===== src/rtl/bts_pkg.sv =====
package bts_pkg;
  // Addressing mode as {pre, up}
  typedef enum logic [1:0] {
    MODE_DEC_AFTER  = 2'b00,
    MODE_INC_AFTER  = 2'b01,
    MODE_DEC_BEFORE = 2'b10,
    MODE_INC_BEFORE = 2'b11
  } xfer_mode_e;

  localparam int WORD_BYTES = 4;
endpackage


===== src/rtl/bts_popcount.sv =====
module bts_popcount #(
  parameter int NREG = 16,
  localparam int CW = $clog2(NREG + 1)
) (
  input  logic [NREG-1:0] vec_i,
  output logic [CW-1:0]   cnt_o
);
  always_comb begin
    cnt_o = '0;
    for (int i = 0; i < NREG; i++) begin
      cnt_o = cnt_o + CW'(vec_i[i]);
    end
  end
endmodule


===== src/rtl/bts_lowest_set.sv =====
module bts_lowest_set #(
  parameter int NREG = 16,
  localparam int IW = $clog2(NREG)
) (
  input  logic [NREG-1:0] vec_i,
  output logic [IW-1:0]   idx_o,
  output logic            any_o
);
  // Scan from the top down so the lowest set bit wins
  always_comb begin
    idx_o = '0;
    for (int i = NREG - 1; i >= 0; i--) begin
      if (vec_i[i]) idx_o = IW'(i);
    end
    any_o = |vec_i;
  end
endmodule


===== src/rtl/bts_addr_calc.sv =====
module bts_addr_calc
  import bts_pkg::*;
#(
  parameter int NREG = 16,
  parameter int AW   = 32,
  localparam int CW  = $clog2(NREG + 1)
) (
  input  logic [AW-1:0] base_i,
  input  logic [CW-1:0] cnt_i,
  input  logic          pre_i,
  input  logic          up_i,
  output logic [AW-1:0] first_addr_o,
  output logic [AW-1:0] new_base_o
);
  logic [AW-1:0] bytes;
  logic [AW-1:0] word;
  xfer_mode_e    mode;

  assign bytes = AW'(cnt_i) * AW'(WORD_BYTES);
  assign word  = AW'(WORD_BYTES);
  assign mode  = xfer_mode_e'({pre_i, up_i});

  always_comb begin
    unique case (mode)
      MODE_INC_AFTER:  first_addr_o = base_i;
      MODE_INC_BEFORE: first_addr_o = base_i + word;
      MODE_DEC_AFTER:  first_addr_o = base_i - bytes + word;
      MODE_DEC_BEFORE: first_addr_o = base_i - bytes;
      default:         first_addr_o = base_i;
    endcase
    new_base_o = up_i ? (base_i + bytes) : (base_i - bytes);
  end
endmodule


===== src/rtl/block_xfer_seq.sv =====
module block_xfer_seq
  import bts_pkg::*;
#(
  parameter int NREG = 16,
  parameter int AW   = 32,
  localparam int IW  = $clog2(NREG),
  localparam int CW  = $clog2(NREG + 1)
) (
  input  logic            clk,
  input  logic            rst,
  input  logic            start_i,
  input  logic [NREG-1:0] reg_list_i,
  input  logic [AW-1:0]   base_i,
  input  logic            pre_i,
  input  logic            up_i,
  input  logic            wb_i,
  output logic            xfer_valid_o,
  input  logic            xfer_ready_i,
  output logic [AW-1:0]   xfer_addr_o,
  output logic [IW-1:0]   xfer_idx_o,
  output logic            done_o,
  output logic            wb_en_o,
  output logic [AW-1:0]   wb_value_o
);
  logic [CW-1:0]   cnt;
  logic [AW-1:0]   first_addr, new_base;
  logic [IW-1:0]   first_idx, next_idx;
  logic            first_any, next_any;
  logic [NREG-1:0] mask_q, mask_rest;
  logic [AW-1:0]   addr_q, wbv_q;
  logic [IW-1:0]   idx_q;
  logic            valid_q, done_q, wb_en_q, wb_pend_q;
  logic            accept;

  bts_popcount #(.NREG(NREG)) u_cnt (.vec_i(reg_list_i), .cnt_o(cnt));

  bts_addr_calc #(.NREG(NREG), .AW(AW)) u_calc (
    .base_i(base_i), .cnt_i(cnt), .pre_i(pre_i), .up_i(up_i),
    .first_addr_o(first_addr), .new_base_o(new_base)
  );

  bts_lowest_set #(.NREG(NREG)) u_first (
    .vec_i(reg_list_i), .idx_o(first_idx), .any_o(first_any)
  );

  assign mask_rest = mask_q & ~(NREG'(1) << idx_q);

  bts_lowest_set #(.NREG(NREG)) u_next (
    .vec_i(mask_rest), .idx_o(next_idx), .any_o(next_any)
  );

  assign accept = valid_q && xfer_ready_i;

  always_ff @(posedge clk) begin
    if (rst) begin
      mask_q    <= '0;
      addr_q    <= '0;
      idx_q     <= '0;
      wbv_q     <= '0;
      valid_q   <= 1'b0;
      done_q    <= 1'b0;
      wb_en_q   <= 1'b0;
      wb_pend_q <= 1'b0;
    end else begin
      done_q  <= 1'b0;
      wb_en_q <= 1'b0;
      if (!valid_q) begin
        if (start_i) begin
          mask_q    <= reg_list_i;
          addr_q    <= first_addr;
          idx_q     <= first_idx;
          wbv_q     <= new_base;
          wb_pend_q <= wb_i;
          valid_q   <= first_any;
          if (!first_any) begin
            done_q  <= 1'b1;
            wb_en_q <= wb_i;
          end
        end
      end else if (accept) begin
        mask_q <= mask_rest;
        addr_q <= addr_q + AW'(WORD_BYTES);
        idx_q  <= next_idx;
        if (!next_any) begin
          valid_q <= 1'b0;
          done_q  <= 1'b1;
          wb_en_q <= wb_pend_q;
        end
      end
    end
  end

  assign xfer_valid_o = valid_q;
  assign xfer_addr_o  = addr_q;
  assign xfer_idx_o   = idx_q;
  assign done_o       = done_q;
  assign wb_en_o      = wb_en_q;
  assign wb_value_o   = wbv_q;

  assert_addr_step_R5: assert property (@(posedge clk) disable iff (rst)
    (xfer_valid_o && xfer_ready_i) |=> (!xfer_valid_o || xfer_addr_o == $past(xfer_addr_o) + AW'(WORD_BYTES)));

  assert_idx_ascend_R5: assert property (@(posedge clk) disable iff (rst)
    (xfer_valid_o && xfer_ready_i) |=> (!xfer_valid_o || xfer_idx_o > $past(xfer_idx_o)));

  assert_hold_R6: assert property (@(posedge clk) disable iff (rst)
    (xfer_valid_o && !xfer_ready_i) |=> (xfer_valid_o && $stable(xfer_addr_o) && $stable(xfer_idx_o)));

  assert_done_pulse_R10: assert property (@(posedge clk) disable iff (rst)
    done_o |=> !done_o);

  assert_done_excl_R10: assert property (@(posedge clk) disable iff (rst)
    done_o |-> !xfer_valid_o);

  assert_wb_in_done_R7: assert property (@(posedge clk) disable iff (rst)
    wb_en_o |-> done_o);

  assert_start_ignored_R9: assert property (@(posedge clk) disable iff (rst)
    (xfer_valid_o && start_i && !xfer_ready_i) |=> (xfer_valid_o && $stable(xfer_idx_o)));
endmodule


===== config.mk =====
export PLATFORM = sky130hd
export DESIGN_NAME = block_xfer_seq
export DESIGN_NICKNAME = d
export VERILOG_FILES = /design/src/rtl/bts_pkg.sv /design/src/rtl/bts_popcount.sv /design/src/rtl/bts_lowest_set.sv /design/src/rtl/bts_addr_calc.sv /design/src/rtl/block_xfer_seq.sv
export SDC_FILE = /design/constraint.sdc
export NUM_CORES = 1
export LEC_CHECK = 0
export BUFFER_PORTS_ARGS = -buffer_cell sky130_fd_sc_hd__buf_2
export CAP_MARGIN = 20
export CORE_MARGIN = 2
export CORE_UTILIZATION = 25
export DETAILED_ROUTE_END_ITERATION = 6
export MAX_ROUTING_LAYER = met4
export SLEW_MARGIN = 15
export SYNTH_ARGS = -nofsm -noshare
export SYNTH_HDL_FRONTEND = slang
export SYNTH_SLANG_ARGS = --single-unit

===== constraint.sdc =====
create_clock -name clk -period 18.9 [get_ports clk]
set_input_delay 1.89 -clock clk [delete_from_list [all_inputs] [get_ports clk]]
set_output_delay 1.89 -clock clk [all_outputs]
set_load 0.03 [all_outputs]

==> impl_metrics.csv <==
group,metric,value,unit
detailed_routing,drc_errors,0,
grt,use_met2,0.297,
cells_and_area,nFillCells,3756,
synth,muxShareOfSynthArea,0.0132,
min_path,hold_class,"register to register",
setup_path,cp.required,19.12,ns
die,core,33400,um2
setup_path,worstReg2RegStart,"xfer_valid_o",
grt,grt_use_met3,0.0520,
detailed_routing,drt_iter0_drc,1022,
synth,netlist_instances,1213,
die,die_y,188,um
die,die_area,35300,um2
timing,tns,0,ns
setup_path,critPathCaptureType,"register",
synth,synthAdderAreaFrac,0.0625,
setup_path,cp_slowest_cell,"nor4_1",
setup_path,cp_num_cells,22,
min_path,hold_depth,2,
timing,final_hold_viol_count,0,
setup_path,crit_buf_inv,3,
place,gp_congestion,0.922,
cts,clkSlewWorstSetupHoldPaths,0.07,ns
setup_path,crit_chain,"buf_2 -> inv_1 -> ha_1 -> inv_1 -> fa_1 -> fa_1 -> fa_1 -> fa_1 -> fa_1 -> fa_1 -> nor2b_1 -> o21a_1 -> ha_1 -> nor4_1 -> or4_1 -> nor3_1 -> a211oi_1 -> o2111ai_1 -> nor4_2 -> nand4_1 -> xnor2_1 -> o32ai_1",
cts,clockRootBuffer,"clkbuf_16",
synth,synth-simple-area-share,0.297,
cells_and_area,area_delta_synth_final,14.8,%
cts,clock_path_buffers,2,
power,peakVddDrop,0.0613,mV
place,dpl.hpwl,25800,um
place,io_buffers,125,
cells_and_area,fin_util,0.291,
setup_path,worst-r2r-setup-slack,15.51,ns
setup_path,path_delay_family,"adder cells",
detailed_routing,ant_nets,0,
job,maxCapViolCount,0,
grt,grt_pass1_wl,53800,um
detailed_routing,wire_per_inst,20.3,um
synth,synth_xor_xnor_area_share,0.0736,
cts,clock-sinks,88,
grt,grt.busiest_layer,"met2",
timing,post-route-period-util,0.470,
die,start_util,0.253,
timing,tightest_slew,0.955,ns
detailed_routing,wirelength,35100,um
run_status,status,"finished, final reports clean",
setup_path,cp-start-kind,"input pin",
cts,hold_buffers,0,
cells_and_area,layout-drive-gt1-share,0.146,
synth,synth_edf_count,0,
synth,synth_top_area_frac,0.209,
setup_path,worstPathArrival,9.11,ns
power,power_density,92.8,nW/um2
detailed_routing,viasPerCell,5.50,
grt,track_usage,0.202,
setup_path,critPathKind,"input pin to register",
power,leakagePower,3.64,nW
synth,synth.area.top_cells,"dfxtp_1 (21%), nand2_1 (7.4%), a21oi_1 (6.2%)",
cts,cts.repair.resized,0,
grt,antenna_found_initial,2,
synth,netlist_area,8440,um2
synth,yosysSeqAreaShare,0.209,
cells_and_area,finalNetCount,1365,
grt,overflow,0,
timing,finalSetupViolCount,0,
synth,avgSynthCellArea,6.96,um2
grt,grt_pass1_vias,8785,
grt,grt_max_degree,81,
die,die_w,188,um
cts,post_cts_buffers,0,
grt,met1_usage,0.269,
min_path,min_to,"wb_value_o[29]",
setup_path,cpMostUsedCell,"fa_1",
setup_path,ff2ff_path_depth,8,
synth,synth_compound_area_frac,0.274,
cts,htree_levels,3,
die,num_rows,67,
timing,finClkSkew,0.00912,ns
synth,synth_largest_area_cell,"dfxtp_1",
synth,async_flop_share,0,
die,io_pins,126,
synth,synthFlopType,"dfxtp_1",
synth,yosysWarnings,0,
cts,numCtsBuffers,9,
timing,fin_crit,8.89,ns
cts,clk_latency,0.37,ns
timing,drv_slew,0,
timing,timing.fmax,113,MHz
power,power,0.000899,W
setup_path,cpPeakStageDelay,0.73,ns
detailed_routing,first_pass_iters,5,
synth,synth_top_family_by_area,"simple AND/OR/NAND/NOR gates",
synth,synth_cell_types,79,
min_path,min_from,"wb_value_o[29]",
timing,maxSlewHeadroom,0.363,
synth,synth_nets,1303,
timing,grt_setup_unrepaired,"false",
setup_path,worst-path-max-fanout,8,
setup_path,crit-reg2reg-capture,"xfer_addr_o[20]",
cts,cts_tree,"yes",
synth,synth-seq-cells,88,
detailed_routing,vias,9529,
==> placed cells by master, fill, tap and decap left out, drive strengths merged, types with 43 or more instances in the layout <==
cell type	n
a21oi	106
buf	142
dfxtp	88
inv	52
nand2	166
nand3	49
nor2	100
nor3	45
o21ai	76
xnor2	43
==> cells by family (layout without fill, tap and decap cells) <==
| kind of cell | after synthesis | in the layout |
|---|---|---|
| other | 0 | 3 |
| muxes | 11 | 11 |
| AOI/OAI and AO/OA | 357 | 357 |
| adders and majority gates | 35 | 35 |
| xor gates and xnor gates | 71 | 71 |
| and+or+nand+nor | 507 | 507 |
| DFF | 88 | 88 |
| buffers and inverters | 144 | 211 |
==> state kept, by name (all words and copies together) (netlist names) <==
name / flops
xfer_valid_o: 1
wb_pend_q: 1
done_o: 1
xfer_idx_o: 4
wb_value_o: 32
xfer_addr_o: 32
wb_en_o: 1
mask_q: 16
==> synthesized netlist by cell type (all sizes together) (10+ instances only) <==
master,instances
nor2,100
nand3,49
inv,52
a31oi,17
clkbuf,60
nor3,45
o21ai,76
mux2i,10
a211oi,29
and3,16
a21oi,106
nand2b,14
or4,10
fa,12
xnor2,43
o22ai,13
nor4,31
or2,10
or3,16
xor2,28
nand2,166
o211ai,12
dfxtp,88
buf,31
ha,23
nand4,14
==> where the power goes <==
| group | switching [W] | total (W) | internal (W) |
|---|---|---|---|
| clock | 0.0000856 | 0.000196 | 0.000110 |
| sequential | 0.0000186 | 0.000223 | 0.000204 |
| combinational | 0.000314 | 0.000481 | 0.000167 |
| total | 0.000418 | 0.000899 | 0.000481 |
==> area by class of cell <==
type                       count  area (um2)  share of cell area
sequential                    88        1760               0.182
tap                          448         561              0.0578
antenna                        3        7.51            0.000774
multi-input combinational    981        6100               0.629
clock buffer                  12         256              0.0265
clock inverter                 4        52.6             0.00542
inverter                      53         199              0.0205
timing repair buffer         142         753              0.0777
==> stage by stage <==
step           setup WS [ns]  instance area, um2  hold WS, ns  cells
2_1_floorplan          10.80                8440        0.437   1213
4_1_cts                10.19                9690        0.451   1728
3_5_place_dp            9.85                9380        0.441   1712
6_report               10.01                9690        0.449   1731
3_3_place_gp            9.88                9380        0.438   1712
5_1_grt                 9.72                9690        0.463   1730
==> layer usage <==
| metal | wire length [um] | share of wire |
|---|---|---|
| met2 | 15200 | 0.43 |
| met3 | 3170 | 0.090 |
| met5 | 0 | 0 |
| met1 | 15900 | 0.45 |
| met4 | 849 | 0.024 |
==> tightest hold or removal path: cells and delay by family (launching register included) <==
family          cells  cell delay, ns
compound gates      1            0.05
flops               1            0.31
simple gates        1            0.05
==> worst max-delay path by stage <==
| stage | slack [ns] | to | from |
|---|---|---|---|
| floorplan | 10.80 | xfer_addr_o[25] | reg_list_i[0] |
| global placement | 9.88 | xfer_addr_o[31] | reg_list_i[0] |
| detailed placement | 9.85 | xfer_addr_o[31] | reg_list_i[0] |
| CTS | 10.19 | xfer_addr_o[31] | reg_list_i[0] |
| global route | 9.72 | xfer_addr_o[31] | reg_list_i[1] |
| finish | 10.01 | xfer_addr_o[31] | reg_list_i[0] |
(Power assumes the default switching activity.)
